[src/rtl/irq_combiner_pkg.sv]
package irq_combiner_pkg;
  localparam int NUM_SRC = 7;
  localparam int ADDR_W  = 4;
  localparam int DATA_W  = 8;

  typedef struct packed {
    logic wrEnable;
    logic rdEnable;
    logic rdStatus;
  } regStrobeT;
endpackage

[src/rtl/irq_combiner_ctrl.sv]
module irq_combiner_ctrl
  import irq_combiner_pkg::*;
#(
  parameter int AW = ADDR_W,
  parameter logic [AW-1:0] ENABLE_OFS = 4'hC,
  parameter logic [AW-1:0] STATUS_OFS = 4'hD
) (
  input  logic          clk,
  input  logic          rstN,
  input  logic [AW-1:0] regAddr,
  input  logic          regWrEn,
  output regStrobeT     strobe
);
  always_comb begin
    strobe          = '0;
    strobe.wrEnable = regWrEn && (regAddr == ENABLE_OFS);
    strobe.rdEnable = (regAddr == ENABLE_OFS);
    strobe.rdStatus = (regAddr == STATUS_OFS);
  end

  AST_ONE_SELECT: assert property (@(posedge clk) disable iff (!rstN)
    $onehot0({strobe.rdEnable, strobe.rdStatus}));
endmodule

[src/rtl/irq_combiner_datapath.sv]
module irq_combiner_datapath
  import irq_combiner_pkg::*;
#(
  parameter int NS = NUM_SRC,
  parameter int DW = DATA_W,
  parameter int SYNC_STAGES = 2
) (
  input  logic          clk,
  input  logic          rstN,
  input  regStrobeT     strobe,
  input  logic [DW-1:0] regWrData,
  input  logic [NS-1:0] srcReq,
  output logic [DW-1:0] regRdData,
  output logic          irqOut
);
  localparam int PAD_W = DW - NS;

  logic [NS-1:0] syncLast;
  logic [NS-1:0] prevLevel;
  logic [NS-1:0] riseVec;
  logic [NS-1:0] enableQ;
  logic [NS-1:0] statusQ;
  logic [NS-1:0] statusNext;

  genvar gi;
  generate
    for (gi = 0; gi < NS; gi++) begin : g_sync
      logic [SYNC_STAGES-1:0] chain;
      always_ff @(posedge clk) begin
        if (!rstN) chain <= '0;
        else       chain <= {chain[SYNC_STAGES-2:0], srcReq[gi]};
      end
      assign syncLast[gi] = chain[SYNC_STAGES-1];
    end
  endgenerate

  always_ff @(posedge clk) begin
    if (!rstN) prevLevel <= '0;
    else       prevLevel <= syncLast;
  end

  assign riseVec    = syncLast & ~prevLevel;
  assign statusNext = (statusQ | (riseVec & enableQ)) & enableQ;

  always_ff @(posedge clk) begin
    if (!rstN) begin
      enableQ <= '0;
      statusQ <= '0;
      irqOut  <= 1'b0;
    end else begin
      if (strobe.wrEnable) enableQ <= regWrData[NS-1:0];
      statusQ <= statusNext;
      irqOut  <= |statusNext;
    end
  end

  always_comb begin
    regRdData = '0;
    if (strobe.rdEnable)      regRdData = {{PAD_W{1'b0}}, enableQ};
    else if (strobe.rdStatus) regRdData = {{PAD_W{1'b0}}, statusQ};
  end

  AST_SET_NEEDS_EDGE: assert property (@(posedge clk) disable iff (!rstN)
    1'b1 |=> ((statusQ & ~$past(statusQ) & ~$past(riseVec & enableQ)) == '0));
  AST_DISABLED_CLEARS: assert property (@(posedge clk) disable iff (!rstN)
    1'b1 |=> ((statusQ & ~$past(enableQ)) == '0));
  AST_IRQ_MATCHES: assert property (@(posedge clk) disable iff (!rstN)
    irqOut == (statusQ != '0));
endmodule

[src/rtl/irq_combiner.sv]
module irq_combiner
  import irq_combiner_pkg::*;
(
  input  logic              clk,
  input  logic              rstN,
  input  logic [ADDR_W-1:0] regAddr,
  input  logic              regWrEn,
  input  logic [DATA_W-1:0] regWrData,
  output logic [DATA_W-1:0] regRdData,
  input  logic [NUM_SRC-1:0] srcReq,
  output logic              irqOut
);
  regStrobeT strobe;

  irq_combiner_ctrl u_ctrl (
    .clk(clk), .rstN(rstN), .regAddr(regAddr), .regWrEn(regWrEn), .strobe(strobe)
  );

  irq_combiner_datapath u_dp (
    .clk(clk), .rstN(rstN), .strobe(strobe), .regWrData(regWrData),
    .srcReq(srcReq), .regRdData(regRdData), .irqOut(irqOut)
  );

  AST_BIT7_ZERO: assert property (@(posedge clk) disable iff (!rstN)
    regRdData[DATA_W-1] == 1'b0);
endmodule

[config.mk]
export PLATFORM = sky130hd
export DESIGN_NAME = irq_combiner
export DESIGN_NICKNAME = d
export VERILOG_FILES = /design/src/rtl/irq_combiner_pkg.sv /design/src/rtl/irq_combiner_ctrl.sv /design/src/rtl/irq_combiner_datapath.sv /design/src/rtl/irq_combiner.sv
export SDC_FILE = /design/constraint.sdc
export NUM_CORES = 1
export LEC_CHECK = 0
export ABC_AREA = 1
export ABC_CLOCK_PERIOD_IN_PS = 1200
export BUFFER_PORTS_ARGS = -buffer_cell sky130_fd_sc_hd__buf_2
export CAP_MARGIN = 40
export CORE_MARGIN = 2
export CORE_UTILIZATION = 55
export CTS_CLUSTER_SIZE = 25
export DETAILED_ROUTE_END_ITERATION = 7
export PLACE_DENSITY = 0.89
export SLEW_MARGIN = 40
export SYNTH_ARGS = -nofsm -noshare
export SYNTH_HDL_FRONTEND = slang
export SYNTH_SLANG_ARGS = --single-unit
[constraint.sdc]
create_clock -name clk -period 1.2 [get_ports clk]
set_input_delay 0 -clock clk [delete_from_list [all_inputs] [get_ports clk]]
set_output_delay 0 -clock clk [all_outputs]
set_load 0.05 [all_outputs]
# == Yosys cells after proc, flatten, opt, wreduce, memory -nomap -nowiden ==
# Cells that the tools add are included.
# totals
reg_bits,36
output_inout_bits,9
wordCells,22
# classes
eq_ne,2
n_mux,2
bitwise,5
reduce_logical,2
# op_table
operator,count
$and 7x7->7,3
$eq 4x4->1 const B,2
$mux 8,1
$mux 7,1
$not 7->7,1
$or 7x7->7,1
$reduce_or 7->1,1
$logic_and 1x1->1,1

# == Longest topological paths before layout ==
# Gate-level depths: netlist (run 1).
# depth
word_depth,6
mapped_depth,7
depth_no_buf,7

# == Cells and area by module ==
# Synthesis (run 1) repeated with hierarchy kept, for this count alone.
# unflattened
cells_unflattened,177
area_unflattened_um2,1306.3
# by_module_without_submodules
mod,instances,cells_per_inst,area_per_inst_um2
irq_combiner_datapath,1,168,1270.0
irq_combiner_ctrl,1,9,36.3

# == Worst setup path before layout (run 1) ==
# OpenSTA, ideal clock, no wires.
# synth_timing
path_kind,register to output
startpoint,register u_dp.enableQ[1]
endpoint,output port regRdData[1]
t_arrival_ns,1.130
setup_slack_ns,0.070
stages_incl_launch_ff,3
path_cell_list,dfxtp_1 -> inv_1 -> o22ai_1
# synth_via
elab_chain_len,1
# synth_lines
item,line_no,rtl
"start, declared",irq_combiner_datapath.sv:21,logic [NS-1:0] enableQ;
"start signal, assigned",irq_combiner_datapath.sv:51,if (strobe.wrEnable) enableQ <= regWrData[NS-1:0];
$mux 8,irq_combiner_datapath.sv:59,"if (strobe.rdEnable) regRdData = {{PAD_W{1'b0}}, enableQ};"
"end, declared",irq_combiner.sv:9,"output logic [DATA_W-1:0] regRdData,"
# Every way passes these cells.

==> impl_metrics.ini, run 1 <==
[clock_network]
ctsLongestPathBuffers = 2
cts_root_buffer = clkbuf_4
h-tree-depth = 2
clkSinkCount = 36
cts_buffers = 5
worstSkewPairLatency_ns = 0.33
clk_pin_slew_ns = 0.11
cts_tree = yes

[die]
die_area_mm2 = 0.00272
placementRows = 17
die-height_um = 52.2
initial_core_util = 0.577
die_w_um = 52.2
io_pins = 31
coreArea_mm2 = 0.00221

[layout]
areaGrowthSynthToFinish_pct = 35.0
num_antenna_cells = 0
final_cells = 246
final_cell_mix = 46 x nand2_1, 45 x inv_1, 31 x dfxtp_1, 21 x buf_2, 18 x dlygate4sd3_1
final_common_cell = nand2_1
drive_gt1_frac = 0.220
final_util = 0.779
fin_nets = 239

[setup_path]
crit_buf_inv = 3
critPathRequiredTime_ns = 1.43
cp-end-kind = register
critical_path.top_delay_family = buffers and inverters
timing.rr.start = u_dp.statusQ[5]
slowest_delay_ns = 0.58
crit_arrival_ns = 1.39
reg2regPathDepth = 6
worstPathMaxFanout = 1
reg2reg_slack_ns = 0.31
cpMaxStageDelayCell = dlygate4sd3_1
path_class = input port to register
rr_endpoint = u_dp.irqOut
cp-start-kind = input port
crit_start = regWrData[4]
path_common_cell = dlygate4sd3_1
crit_chain = dlygate4sd3_1 > buf_2 > o21ai_1 > dlygate4sd3_1 > a21oi_1

[sta]
finalHoldViolCount = 0
rsz0062_at_grt = yes
fin_skew_ns = 0.0129
setup_viol = 0
period_share = 0.969
setup_tns_ns = 0
hold_ws_ns = 0.0729
period_needed_ns = 1.16
final_max_slew_viol_count = 0
fmax_ghz = 0.860

[grt]
grt_pass1_vias = 1025
track_usage = 0.226
grt.overflow.total = 0
grt_start_max_net_pins = 15
grt_pass1_wl_um = 4240
antenna_found_initial = 0

[route]
drt_iter0_drc = 13
ant_nets = 0
via_count = 1093
finalWirelength_um = 2700
drc = 0
wire_per_inst_um = 11.0
via_per_inst = 4.44
drtPass1Iterations = 4

[yosys]
yosysSeqAreaShare = 0.565
yosysWarnings = 0
yosysUniqueCellTypes = 16
syn_area_per_cell_um2 = 7.64
syn_nets = 189
synth_area_mm2 = 0.00128
synth-seq-cells = 36
syn_inst = 167

[hold_path]
hold_class = input port to register
holdPathStages = 4
hold_start = regAddr[1]
hold_end = u_dp.enableQ[6]

[place]
dp.cells = 220
gp_congestion = 0.722
io_buffers = 28
dp_hpwl_um = 1510

[run_status]
status = finished, final reports clean

[power_and_ir_drop]
power.total_mw = 2.08
cellPowerDensity_mw_per_mm2 = 1200
p_leak_nw = 0.906
peakVddDrop_mv = 1.27

[job]
cap_violations = 0
## how the worst max path moves through the flow
stage | to | slack [ns] | cells past startpoint
after CTS | regRdData[1] | 0.01 | 3
after global routing | regRdData[2] | -0.03 | 3
after global placement | regRdData[4] | 0.24 | 6
after floorplan | regRdData[1] | 0.07 | 2
final | u_dp.enableQ[4] | 0.04 | 5
after detailed placement | regRdData[4] | 0.23 | 6
## synth_stat cells
cell type / count / area share
inv_1: 45 / 0.13
conb_1: 1 / 0.0029
nand2_1: 46 / 0.14
nor2_2: 1 / 0.0049
dfxtp_1: 36 / 0.56
o21ai_1: 2 / 0.0078
clkbuf_1: 1 / 0.0029
buf_6: 1 / 0.0088
a21oi_1: 9 / 0.035
o21ai_2: 1 / 0.0069
o21ai_0: 4 / 0.016
nand3_2: 1 / 0.0078
buf_4: 1 / 0.0059
buf_2: 2 / 0.0078
o22ai_1: 7 / 0.034
nor2_1: 9 / 0.026
## metrics by stage
step / setup WS [ns] / cell area [um^2]
after floorplan: 0.0703 / 1280
after global placement: 0.236 / 1430
after detailed placement: 0.230 / 1430
after CTS: 0.0102 / 1690
after global routing: -0.0253 / 1720
final: 0.0374 / 1720
## final cells by class
class | count | area, um^2
Sequential cell | 36 | 727
Fill cell | 152 | 489
Multi-Input combinational cell | 81 | 374
Timing Repair Buffer | 48 | 357
Inverter | 45 | 169
Clock buffer | 6 | 51.3
Tap cell | 28 | 35.0
Clock inverter | 2 | 10.0
## worst register-to-register path, cell delays in order (launching register included)
cell and delay, ns:
dfxtp_1 0.33, inv_1 0.08, nand2_1 0.06, nand2_1 0.07
nand2_1 0.06, nor2_1 0.11, a21oi_1 0.08
## power by group
group | total (mW) | switching, mW | internal [mW]
sequential | 1.24 | 0.0118 | 1.23
combinational | 0.179 | 0.0896 | 0.0898
clock | 0.655 | 0.377 | 0.279
## routing by layer
layer | GRT usage | up-vias | share of wire
met2 | 0.382 | 33 | 0.47
met3 | 0.0914 | 2 | 0.058
met4 | 0.103 | 0 | 0.0085
met5 | 0 | - | 0
li1 | - | 583 | -
met1 | 0.247 | 475 | 0.46
## cells by family (layout without fill, tap and decap cells)
logic type	Yosys count	in the layout	share of synthesized area
and+or+nand+nor	57	57	0.175
buffers and inverters	50	101	0.158
DFF	36	36	0.565
AOI/OAI and AO/OA	23	23	0.100
other	1	1	0.00294
## what timing repair did
item,CTS,global route
endpoints found under the setup margin,4,8
buffers inserted,0,0
hold buffers,18,0
resized for setup,4,16
hold endpoints to repair,16,0
## registers in the layout, indices dropped and copies added (netlist names)
register / count
u_dp.enableQ: 7
u_dp.statusQ: 7
u_dp.prevLevel: 7
u_dp.irqOut: 1
u_dp.g_sync.chain: 14
Power figures use the tool's default switching activity.
==> run 2: changes to the inputs <==
- MAX_ROUTING_LAYER: default -> met4
==> run 2 against run 1 <==
  * Power up 0.10%
  * Final cell count did not move
  * Sequential share of layout area unchanged
  * Critical path depth is the same
  * Clock-buffer cell count stayed put
  * Register-to-register slack is essentially flat
  * First-iteration DRC count unchanged
  * Via count decreased by 0.73%
  * Wire length hardly changed
  * Critical endpoint unchanged
==> impl_metrics.ini, run 2 (synthesis gave the netlist of run 1 again) <==
[setup_path]
worstPathMaxFanout = 1
path_class = input port to register
reg2regPathDepth = 6
slowest_delay_ns = 0.58
crit_chain = dlygate4sd3_1 > buf_2 > o21ai_1 > dlygate4sd3_1 > a21oi_1
cpMaxStageDelayCell = dlygate4sd3_1
crit_arrival_ns = 1.39
cp-end-kind = register
critPathRequiredTime_ns = 1.43
cp-start-kind = input port
path_common_cell = dlygate4sd3_1

[power_and_ir_drop]
p_int_mw = 1.60
netSwitchingFraction = 0.231
cellPowerDensity_mw_per_mm2 = 1210
combPwrFrac = 0.086
peakVddDrop_mv = 1.27
power.switching_mw = 0.480
seqPwrFrac = 0.597
p_clk_frac = 0.316
p_leak_nw = 0.906

[layout]
final_area_mm2 = 0.00172
areaGrowthSynthToFinish_pct = 35.0
final_util = 0.779
fin_nets = 239
largest_register_ffs = 14
final_cells = 246
fillers = 152
final_cell_mix = 46 x nand2_1, 45 x inv_1, 31 x dfxtp_1, 21 x buf_2, 18 x dlygate4sd3_1
final_common_cell = nand2_1
largest-register = u_dp.g_sync.chain
drive_gt1_frac = 0.220
num_antenna_cells = 0
layout.area.seq_um2 = 727
multiInputGateArea_um2 = 374

[clock_network]
cts_root_buffer = clkbuf_4
cts_buffers = 5
clk_pin_slew_ns = 0.11
worstSkewPairLatency_ns = 0.34
cts_tree = yes
cts_setup_buffers = 0
clkSinkCount = 36
ctsLongestPathBuffers = 2
h-tree-depth = 2

[sta]
fmax_ghz = 0.863
period_share = 0.966
final_max_slew_viol_count = 0
hold_ws_ns = 0.0739
setup_viol = 0
period_needed_ns = 1.16
fin_skew_ns = 0.0133
finalHoldViolCount = 0
rsz0062_at_grt = yes

[hold_path]
holdPathStages = 4
hold_class = input port to register

[route]
ant_nets = 0
finalWirelength_um = 2690
drc = 0
wire_per_inst_um = 11.0
via_count = 1085
drtPass1Iterations = 4
drt_iter0_drc = 13
via_per_inst = 4.41

[grt]
grt_pass1_vias = 1024
grt.overflow.total = 0
grt_pass1_wl_um = 4240
track_usage = 0.232
antenna_found_initial = 0
grt_start_max_net_pins = 15

[die]
coreArea_mm2 = 0.00221
die_area_mm2 = 0.00272
io_pins = 31
initial_core_util = 0.577
die-height_um = 52.2
placementRows = 17
die_w_um = 52.2

[place]
dp_hpwl_um = 1510
dp.cells = 220
gp_congestion = 0.730
place_area_mm2 = 0.00143
io_buffers = 28

[run_status]
status = finished, final reports clean

[job]
cap_violations = 0
-- run 2: cell counts in the layout (fill, tap and decap cells not counted) --
Identical to the previous run, type by type.
-- run 2: worst max-delay path: cells and delay by family --
family / cells / cell delay, ns
buf+inv: 3 / 1.23
compound gates: 2 / 0.16
-- run 2: path summary, 6_finish.rpt --
| kind | from | end | slack (ns) |
|---|---|---|---|
| max | regWrData[4] | u_dp.enableQ[4] | 0.04 |
| min | regAddr[1] | u_dp.enableQ[3] | 0.07 |
| max reg2reg | u_dp.statusQ[5] | u_dp.irqOut | 0.31 |
| min reg2reg | u_dp.g_sync[1].chain[0] | u_dp.g_sync[1].chain[1] | 0.42 |
-- run 2: final cells by class --
class                      instances  area share
multi-input combinational         81       0.217
inverter                          45      0.0980
tap                               28      0.0203
timing repair buffer              48       0.207
clock buffer                       6      0.0298
sequential                        36       0.422
clock inverter                     2     0.00581
-- run 2: stage by stage --
stage / TNS (ns) / total power, mW / setup slack [ns]
2_1_floorplan: 0 / 1.34 / 0.0703
3_3_place_gp: 0 / 1.39 / 0.236
3_5_place_dp: 0 / 1.39 / 0.230
4_1_cts: 0 / 2.08 / 0.0102
5_1_grt: -0.0481 / 2.19 / -0.0253
6_report: 0 / 2.08 / 0.0412
-- run 2: power groups by stage --
| stage | Combinational, mW | Clock, mW | Sequential, mW |
|---|---|---|---|
| after CTS | 0.169 | 0.672 | 1.24 |
| final | 0.179 | 0.657 | 1.24 |
| after floorplan | 0.0760 | 0 | 1.27 |
| after global placement | 0.119 | 0 | 1.27 |
| after detailed placement | 0.122 | 0 | 1.27 |
| after global routing | 0.198 | 0.741 | 1.25 |
-- run 2: metal layers --
metal / share of wire / routed length, um / vias to the layer above / global-route usage
met3: 0.059 / 158 / 2 / 0.0914
met4: 0.0089 / 24 / 0 / 0.103
met2: 0.47 / 1260 / 32 / 0.382
met1: 0.46 / 1250 / 469 / 0.247
met5: 0 / 0 / - / -
li1: - / - / 582 / -
-- run 2: repair_timing --
| action | CTS | global route |
|---|---|---|
| resized for setup | 4 | 16 |
| endpoints found under the setup margin | 4 | 8 |
| hold buffers | 18 | 0 |
| hold endpoints to repair | 16 | 0 |
| gates cloned | 0 | 0 |
==> run 3: changes to the inputs <==
- PLACE_DENSITY: 0.89 -> 0.81
==> run 3 against run 2 <==
  * Sequential cell count unchanged
  * Worst hold slack got worse by 0.046 ns
  * Register-to-register slack improved by 0.03 ns
  * Largest cell class unchanged
==> impl_metrics.ini, run 3 (synthesis gave the netlist of run 1 again) <==
[setup_path]
timing.rr.start = u_dp.statusQ[4]
cp-start-kind = register
slowest_delay_ns = 0.34
critPathRequiredTime_ns = 1.20
path_class = register to output port
cp.depth = 3
crit_arrival_ns = 1.19
crit_chain = inv_1 > o22ai_1 > clkbuf_4
reg2reg_slack_ns = 0.34
cp-end-kind = output port
rr_endpoint = u_dp.irqOut
worstPathMaxFanout = 2
reg2regPathDepth = 6
critical_path.top_delay_family = flip-flops
crit_buf_inv = 2
cpMaxStageDelayCell = dfxtp_1

[power_and_ir_drop]
p_leak_nw = 0.876
cellPowerDensity_mw_per_mm2 = 1240
peakVddDrop_mv = 0.956

[hold_path]
hold_class = input port to register
hold_start = rstN
hold_end = u_dp.g_sync[3].chain[0]
holdPathStages = 3

[sta]
hold_ws_ns = 0.0275
setup_viol = 0
fmax_ghz = 0.841
final_max_slew_viol_count = 0
fin_skew_ns = 0.00180
period_share = 0.991
finalHoldViolCount = 0
period_needed_ns = 1.19

[route]
met3_length_um = 109
wire_per_inst_um = 10.7
finalWirelength_um = 2580
drtPass1Iterations = 4
via_count = 1123
ant_nets = 0
wl_met2_um = 1320
via_per_inst = 4.66
drc = 0
drt_iter0_drc = 23
wl_met1_um = 1050
top_layer = met4

[place]
gp_congestion = 0.755
io_buffers = 28
place_area_mm2 = 0.00143
dp_hpwl_um = 1650

[job]
cap_violations = 0

[layout]
final_common_cell = nand2_1
final_cell_mix = 46 x nand2_1, 45 x inv_1, 35 x dfxtp_1, 21 x buf_2, 13 x dlygate4sd3_1
final_area_mm2 = 0.00165
areaGrowthSynthToFinish_pct = 29.6
drive_gt1_frac = 0.197
num_antenna_cells = 0
fin_nets = 234
largest_register_ffs = 14
largest-register = u_dp.g_sync.chain

[clock_network]
cts_setup_buffers = 0
clk_pin_slew_ns = 0.10
cts_tree = yes
h-tree-depth = 2
ctsLongestPathBuffers = 2
worstSkewPairLatency_ns = 0.33
cts_buffers = 5
cts_root_buffer = clkbuf_4
clkSinkCount = 36

[grt]
grt_pass1_vias = 1101
grt.overflow.total = 0
antenna_found_initial = 0
track_usage = 0.219
grt_start_max_net_pins = 16
grt_pass1_wl_um = 4160

[die]
io_pins = 31
die-height_um = 52.2
die_w_um = 52.2
placementRows = 17
coreArea_mm2 = 0.00221
initial_core_util = 0.577
die_area_mm2 = 0.00272

[run_status]
status = finished, final reports clean
-- run 3: layer usage --
metal	global-route usage	vias to the layer above
met2	0.409	38
met4	0.128	0
met5	-	-
met3	0.0600	15
li1	-	572
met1	0.194	498
-- run 3: how the worst max path moves through the flow --
stage,from,end,slack [ns]
finish,u_dp.enableQ[5],regRdData[5],0.01
global route,u_dp.enableQ[5],regRdData[5],-0.03
CTS,u_dp.enableQ[6],regRdData[6],0.02
detailed placement,regAddr[2],u_dp.enableQ[3],0.19
global placement,regAddr[2],regRdData[4],0.25
floorplan,u_dp.enableQ[1],regRdData[1],0.07
-- run 3: worst reg2reg max path, delay by kind of cell (launching register included) --
| family | cells | cell delay (ns) |
|---|---|---|
| DFF | 1 | 0.31 |
| and+or+nand+nor | 4 | 0.29 |
| buffers and inverters | 1 | 0.08 |
| AOI/OAI and AO/OA | 1 | 0.07 |
-- run 3: cell type report --
cell class,instances,area (um^2)
Tap cell,28,35.0
Timing Repair Buffer,43,303
Multi-Input combinational cell,81,367
Fill cell,186,558
Sequential cell,36,722
Inverter,45,169
Clock buffer,8,58.8
-- run 3: where the power goes --
part | switching [mW] | internal, mW
combinational | 0.0831 | 0.0780
clock | 0.365 | 0.289
sequential | 0.0128 | 1.23
-- run 3: stage by stage --
stage	setup slack [ns]	utilization	cells	TNS (ns)	power, mW
floorplan	0.0703	-	167	0	1.34
global placement	0.246	0.648	220	0	1.39
detailed placement	0.193	0.648	220	0	1.39
CTS	0.0150	0.737	241	0	2.08
global route	-0.0268	0.748	241	-0.0268	2.14
finish	0.0106	0.748	241	0	2.06
-- run 3: what timing repair did --
item	CTS	global route
setup endpoints to repair	3	6
hold buffers	13	0
resized for setup	3	9
hold endpoints to repair	13	0
